===== src/rtl/mc_datapath.sv =====
module mc_datapath #(
  parameter logic [31:0] RESET_PC = 32'h0
) (
  input  logic        clk,
  input  logic        rst_n,
  input  logic        ir_we,
  input  logic        pc_we,
  input  logic        pc_cond,
  input  logic [1:0]  pc_src,
  input  logic        iord,
  input  logic        mem_write,
  input  logic        mdr_we,
  input  logic        ab_we,
  input  logic        aluout_we,
  input  logic        reg_we,
  input  logic        reg_dst,
  input  logic        mem_to_reg,
  input  logic        alu_src_a,
  input  logic [1:0]  alu_src_b,
  input  logic [2:0]  alu_ctl,
  input  logic [31:0] mem_rdata,
  output logic [31:0] mem_addr,
  output logic [31:0] mem_wdata,
  output logic        mem_we,
  output logic [5:0]  opcode,
  output logic [5:0]  funct,
  output logic        zero,
  output logic        overflow
);
  localparam int NREG = 32;
  localparam logic [2:0] OP_AND = 3'b000, OP_OR = 3'b001, OP_ADD = 3'b010,
                         OP_SUB = 3'b110, OP_SLT = 3'b111;

  logic [31:0] pc, ir, a_q, b_q, mdr, alu_out;
  logic [31:0] rf [NREG];

  logic [4:0]  rs, rt, wsel;
  logic [31:0] imm, src_a, src_b, b_eff, sum, alu_y, pc_next, wdata;
  logic        sub, c_out, c_msb, ovf_raw;

  assign rs   = ir[25:21];
  assign rt   = ir[20:16];
  assign imm  = {{16{ir[15]}}, ir[15:0]};
  assign wsel = reg_dst ? ir[15:11] : rt;
  assign wdata = mem_to_reg ? mdr : alu_out;

  assign src_a = alu_src_a ? a_q : pc;
  always_comb begin
    case (alu_src_b)
      2'd0: src_b = b_q;
      2'd1: src_b = 32'd4;
      2'd2: src_b = imm;
      default: src_b = {imm[29:0], 2'b00};
    endcase
  end

  assign sub   = alu_ctl[2];
  assign b_eff = sub ? ~src_b : src_b;
  assign {c_out, sum} = {1'b0, src_a} + {1'b0, b_eff} + {32'd0, sub};
  assign c_msb   = src_a[31] ^ b_eff[31] ^ sum[31];
  assign ovf_raw = c_msb ^ c_out;

  always_comb begin
    case (alu_ctl)
      OP_AND:  alu_y = src_a & src_b;
      OP_OR:   alu_y = src_a | src_b;
      OP_ADD,
      OP_SUB:  alu_y = sum;
      OP_SLT:  alu_y = {31'd0, sum[31] ^ ovf_raw};
      default: alu_y = '0;
    endcase
  end

  assign zero     = (alu_y == '0);
  assign overflow = (alu_ctl == OP_ADD || alu_ctl == OP_SUB) ? ovf_raw : 1'b0;

  always_comb begin
    case (pc_src)
      2'd1:    pc_next = alu_out;
      2'd2:    pc_next = {pc[31:28], ir[25:0], 2'b00};
      default: pc_next = alu_y;
    endcase
  end

  always_ff @(posedge clk or negedge rst_n) begin
    if (!rst_n) begin
      pc      <= RESET_PC;
      ir      <= '0;
      a_q     <= '0;
      b_q     <= '0;
      mdr     <= '0;
      alu_out <= '0;
    end else begin
      if (pc_we || (pc_cond && zero)) pc <= pc_next;
      if (ir_we)     ir      <= mem_rdata;
      if (mdr_we)    mdr     <= mem_rdata;
      if (aluout_we) alu_out <= alu_y;
      if (ab_we) begin
        a_q <= rf[rs];
        b_q <= rf[rt];
      end
    end
  end

  always_ff @(posedge clk or negedge rst_n) begin
    if (!rst_n) begin
      for (int i = 0; i < NREG; i++) rf[i] <= '0;
    end else if (reg_we && wsel != 5'd0) begin
      rf[wsel] <= wdata;
    end
  end

  assign mem_addr  = iord ? alu_out : pc;
  assign mem_wdata = b_q;
  assign mem_we    = mem_write;
  assign opcode    = ir[31:26];
  assign funct     = ir[5:0];

  assert_fetch_step_R2: assert property (@(posedge clk) disable iff (!rst_n)
    (pc_we && pc_src == 2'd0 && !alu_src_a && alu_src_b == 2'd1 && alu_ctl == OP_ADD)
      |=> pc == $past(pc) + 32'd4);
  assert_ir_capture_R2: assert property (@(posedge clk) disable iff (!rst_n)
    ir_we |=> (opcode == $past(mem_rdata[31:26]) && funct == $past(mem_rdata[5:0])));
  assert_ir_hold_R12: assert property (@(posedge clk) disable iff (!rst_n)
    !ir_we |=> ($stable(opcode) && $stable(funct)));
  assert_pc_hold_R12: assert property (@(posedge clk) disable iff (!rst_n)
    (!pc_we && !pc_cond) |=> $stable(pc));
  assert_branch_taken_R10: assert property (@(posedge clk) disable iff (!rst_n)
    (pc_cond && zero && pc_src == 2'd1) |=> pc == $past(alu_out));
  assert_branch_not_taken_R10: assert property (@(posedge clk) disable iff (!rst_n)
    (pc_cond && !pc_we && !zero) |=> $stable(pc));
  assert_jump_region_R11: assert property (@(posedge clk) disable iff (!rst_n)
    (pc_we && pc_src == 2'd2) |=> (pc[31:28] == $past(pc[31:28]) && pc[1:0] == 2'b00));
  assert_reg_zero_R4: assert property (@(posedge clk) disable iff (!rst_n)
    rf[0] == '0);
  assert_add_overflow_R6: assert property (@(posedge clk) disable iff (!rst_n)
    (alu_ctl == OP_ADD && src_a[31] == src_b[31] && alu_y[31] != src_a[31]) |-> overflow);
  assert_no_overflow_R6: assert property (@(posedge clk) disable iff (!rst_n)
    (alu_ctl != OP_ADD && alu_ctl != OP_SUB) |-> !overflow);
endmodule


===== config.mk =====
export PLATFORM = sky130hd
export DESIGN_NAME = mc_datapath
export DESIGN_NICKNAME = d
export VERILOG_FILES = /design/src/rtl/mc_datapath.sv
export SDC_FILE = /design/constraint.sdc
export NUM_CORES = 2
export LEC_CHECK = 0
export BUFFER_PORTS_ARGS = -buffer_cell sky130_fd_sc_hd__buf_2
export CORE_ASPECT_RATIO = 0.7
export CORE_MARGIN = 2
export CORE_UTILIZATION = 59
export CTS_CLUSTER_DIAMETER = 80
export DETAILED_ROUTE_END_ITERATION = 16
export GPL_TIMING_DRIVEN = 1
export PLACE_DENSITY = 0.82
export SKIP_CTS_REPAIR_TIMING = 1
export SLEW_MARGIN = 15
export SYNTH_ARGS = -nofsm -noshare
export SYNTH_HDL_FRONTEND = slang
export SYNTH_SLANG_ARGS = --single-unit

===== constraint.sdc =====
create_clock -name clk -period 8.4 [get_ports clk]
set_input_delay 1.68 -clock clk [delete_from_list [all_inputs] [get_ports clk]]
set_output_delay 1.68 -clock clk [all_outputs]
set_load 0.03 [all_outputs]

# Word-level counts from Yosys, hierarchy flattened
# Index checks and enable logic that the tools add are counted.
# totals
reg_bits	1216
input_bits	53
output_inout_bits	79
# classes
addsub	2
magnitude_cmp	4
n_eq_ne	8
muxes	18
bitwise	11
n_reduce_logical	11
# ops
cell	count
$bwmux W1024	1
$bmux W32 S5	2
$mux W32	9
$demux W32 S5	1
$pmux W32 S4	1
$pmux W32 S3	1
$pmux W32 S2	1
$add A32 B32 Y33	1
$add A33 B1 Y33	1
$and A32 B32 Y32	1
$logic_not A32 Y1	1
$not A32 Y32	1
$or A32 B32 Y32	1
$ge A6 B6 Y1 const B	3
$not A5 Y6	3
$eq A3 B3 Y1 const B	2
$lt A6 B1 Y1 const B	1
$mux W5	1
$reduce_bool A5 Y1	1
$eq A2 B1 Y1 const B	2
$eq A2 B2 Y1 const B	2
$xor A1 B1 Y1	4
$eq A3 B1 Y1 const B	1
$eq A3 B2 Y1 const B	1
other kinds (8)	11

# Logic depth before layout (Yosys ltp)
# logic_depth
word_depth	14
depth_mapped	19
depth_no_buf	14

# Worst setup path before layout
# Ideal clock, no wire load.
# synth_timing
path_kind	input-to-output
start	input alu_src_b[1]
end	output zero
arrival_time_ns	5.765
required_time_ns	6.720
path_slack_ns	0.955
stages	17
path_cell_list	buf_2 > buf_2 > buf_2 > mux2i_1 > o21ai_0 > xor2_1 > ha_1 > buf_2 > nand4_1 > or2_1 > a2111o_1 > a311oi_4 > nor2_1 > a211oi_1 > o2111ai_1 > nor4_4 > and3_1
# synth_between
elab_chain_cells	11
word_cells_on_any_way	16
cone_classes	add/sub: 2; eq/ne: 2; mux: 3; bitwise: 7; reduce/logical: 2
# synth_rtl
element	line	source
start, declared	19	input logic [1:0] alu_src_b,
$eq A2 B2 Y1 (tied with other cells)	49	case (alu_src_b)
$pmux W32 S3 (*)	49	
$not A32 Y32	58	assign b_eff = sub ? ~src_b : src_b;
$mux W32	58	
$add A32 B32 Y33	59	assign {c_out, sum} = {1'b0, src_a} + {1'b0, b_eff} + {32'd0, sub};
$add A33 B1 Y33	59	
$xor A1 B1 Y1	60	assign c_msb = src_a[31] ^ b_eff[31] ^ sum[31];
$xor A1 B1 Y1	61	assign ovf_raw = c_msb ^ c_out;
$xor A1 B1 Y1	69	OP_SLT: alu_y = {31'd0, sum[31] ^ ovf_raw};
$pmux W32 S4 (*)	64	case (alu_ctl)
$logic_not A32 Y1 (*)	74	assign zero = (alu_y == '0);
end, declared	27	output logic zero,
# Mark *: on every way between the ends. The rest lies on a longest branch, timed or not.

# Final worst setup path
# Ends and elaborated chain as after synthesis.

==> run metrics <==
leading area contributor after synthesis dfrtp_1; met2 Use GR 54.8%; Row Count 100; vias in the first global route 50.0k; Critical R2R Launch mem_wdata[7]; Worst-Margin Slew 1.22 ns; post-layout instance area 69600 µm²; core area 107000 µm²; synthesized area 63900 µm²; Detail Route Antenna Nets 0; Layout Skew 0.0391 ns; #FFs+latches synth 1216; CP Cell Sequence buf_2 -> buf_4 -> mux2i_1 -> o21ai_0 -> xor2_1 -> ha_1 -> nand4_1 -> a2111o_1 -> a31o_2 -> a32oi_1 -> o2111a_1 -> nand4_1 -> nor4_4 -> and3_1 -> buf_2; input/output buffers 129; M3 GR Usage 15.4%; H-tree depth 3; outcome complete, no violations; fin crit share 96.2%; CP delay by family, top compound AO/OA/AOI/OAI gates; Initial Util 59.8%; WP data required 6.72 ns; via count 49.9k; Tot GR Track Use 38.5%; busiest grt layer met2; crit path time final 8.08 ns; pin count of the biggest net entering global routing 188; Static Leak 28.6 nW; Layout Area Growth over Synthesis 8.94%; Yosys top cell area share 47.6%; Routed WL per cell 30.8 µm; Avg Cell Area, Syn 11.6 µm²; CP max stage cell a2111o_1; Async SR Flop Fraction 100%; Final setup viols 0; syn_nets 5618; first-pass GRT wire length 317 mm; Inst Count DP 6639; Detailed Routing Iterations Pass 1 7; Detailed Place HPWL 127 mm; Slew Limit Fails 0; post-route DRC violation count 0; die area 111000 µm²; Sequential cell area 30500 µm²; Setup TNS 0 ns; Die Ht 279 µm; I/O pin total 132; grt met1 use 52.5%; DR iter-0 viols 8122; gr ovfl total 0; Post-synth top flop dfrtp_1; critical path arrival 6.40 ns; most frequent cells in the layout dfrtp_1 (1206), a21oi_1 (1170), nor2_1 (1126); post-synth cell types 76; crit path launch alu_src_b[1]; share of post-route cells with drive strength above 1 24.7%; Worst VDD drop 0.247 mV; CP max FO 21; crit path launch type primary input; f_max 124 MHz; antenna violations before repair 21; Clock Sinks 1216; post-route non-filler standard cell count 6856; max_cap viols 0; ranking of synthesized cells by area dfrtp_1 (48%), mux4_2 (23%), a21oi_1 (9.2%); worst min path class reg2reg; Nets 5414; Post-synth EDFFs 0; GPL Wtd Cong 0.936; fillers 7401; Syn. warnings 0; total CTS buffers 113; Critical Path End Type output port; RSZ-0062 raised after global routing false; CTS tree built; multi-input gate area in the final layout 31500 µm²; Mapped Cells 5531; kind of critical path in2out; Worst path max stage delay 0.54 ns; clock transition at the registers of the reported paths 0.06 ns; DRT Wirelength 211 mm; register area share after synthesis 47.6%; Root Driver clkbuf_16; most common cell after layout, fill and taps aside dfrtp_1; Slew headroom 18.3%; worst skew pair latency 0.75 ns; number of hold violations in the final report 0; Buf/Inv on CP 3; vias per cell 7.28; HP Start rf[1000]; Power Dens Cells 374 nW/µm²; fin util 65.1%; clock buffer depth 3; Cell Area, Placed 65600 µm²; die width 397 µm
synth_stat cells (27+ instances only):
| cell type | number |
|---|---|
| buf_1 | 73 |
| clkbuf_1 | 489 |
| ha_1 | 33 |
| nand2_1 | 59 |
| mux2i_1 | 120 |
| a21oi_1 | 1170 |
| mux4_2 | 640 |
| a221oi_1 | 29 |
| maj3_1 | 27 |
| nor2_1 | 1144 |
| mux2_2 | 140 |
| dfrtp_1 | 1216 |
| xor2_1 | 27 |
| o21ai_0 | 45 |
layout make-up:
| type | count | area share [%] |
|---|---|---|
| Clock buffer | 157 | 4.60 |
| Antenna cell | 4 | 0.0144 |
| Clock inverter | 55 | 1.13 |
| Timing Repair Buffer | 265 | 2.60 |
| Multi-Input combinational cell | 3708 | 45.2 |
| Tap cell | 1428 | 2.57 |
| Sequential cell | 1216 | 43.8 |
| Inverter | 23 | 0.124 |
logic make-up after synthesis:
group	synth area share [%]
simple gates	8.19
buf+inv	3.68
fa+ha+maj	1.10
xor+xnor	0.658
mux	27.4
compound gates	11.4
flops	47.6
state kept, by name, summed over array words and instances (netlist names):
signal	count
pc	32
mem_wdata	32
ir	32
a_q	32
alu_out	32
mdr	32
rf	1024
worst register-to-register path, stage by stage, from the launching register on:
cell	delay, ns
dfrtp_1	0.58
mux2i_1	0.12
o21ai_0	0.29
xor2_1	0.12
ha_1	0.49
nand4_1	0.22
or2_1	0.34
a2111o_1	0.45
a31o_2	0.28
a32oi_1	0.44
o2111a_1	0.27
nand4_1	0.20
nor4_4	0.51
a41oi_4	0.18
buf_4	0.28
mux2_4	0.35
layer usage:
layer	part of all wire, %	vias up
met3	16	871
met1	35	24900
met4	5.1	18
met2	44	4239
li1	-	19800
met5	0.10	-
through the flow:
step	worst slack, ns	power [mW]	hold slack, ns
3_5_place_dp	0.409	20.0	0.382
2_1_floorplan	0.955	17.0	0.441
5_1_grt	0.0686	27.2	0.409
3_3_place_gp	0.492	19.3	0.377
6_report	0.318	26.1	0.393
4_1_cts	0.389	25.7	0.397
where the power goes:
| group | internal (mW) | leakage [nW] | switching [mW] | total (mW) |
|---|---|---|---|---|
| sequential | 8.51 | 14.7 | 2.60 | 11.1 |
| clock | 3.17 | 1.96 | 2.40 | 5.58 |
| combinational | 4.78 | 12.0 | 4.59 | 9.38 |
path summary, 6_finish.rpt:
check / to / cells past startpoint / slack [ns]
max: zero / 15 / 0.32
min: rf[1000] / 0 / 0.39
max reg2reg: pc[21] / 15 / 3.15
min reg2reg: rf[1000] / 0 / 0.39
max in group asynchronous: rf[784] / 3 / 5.63
min in group asynchronous: rf[89] / 1 / 0.98
Power figures use the tool's default switching activity.
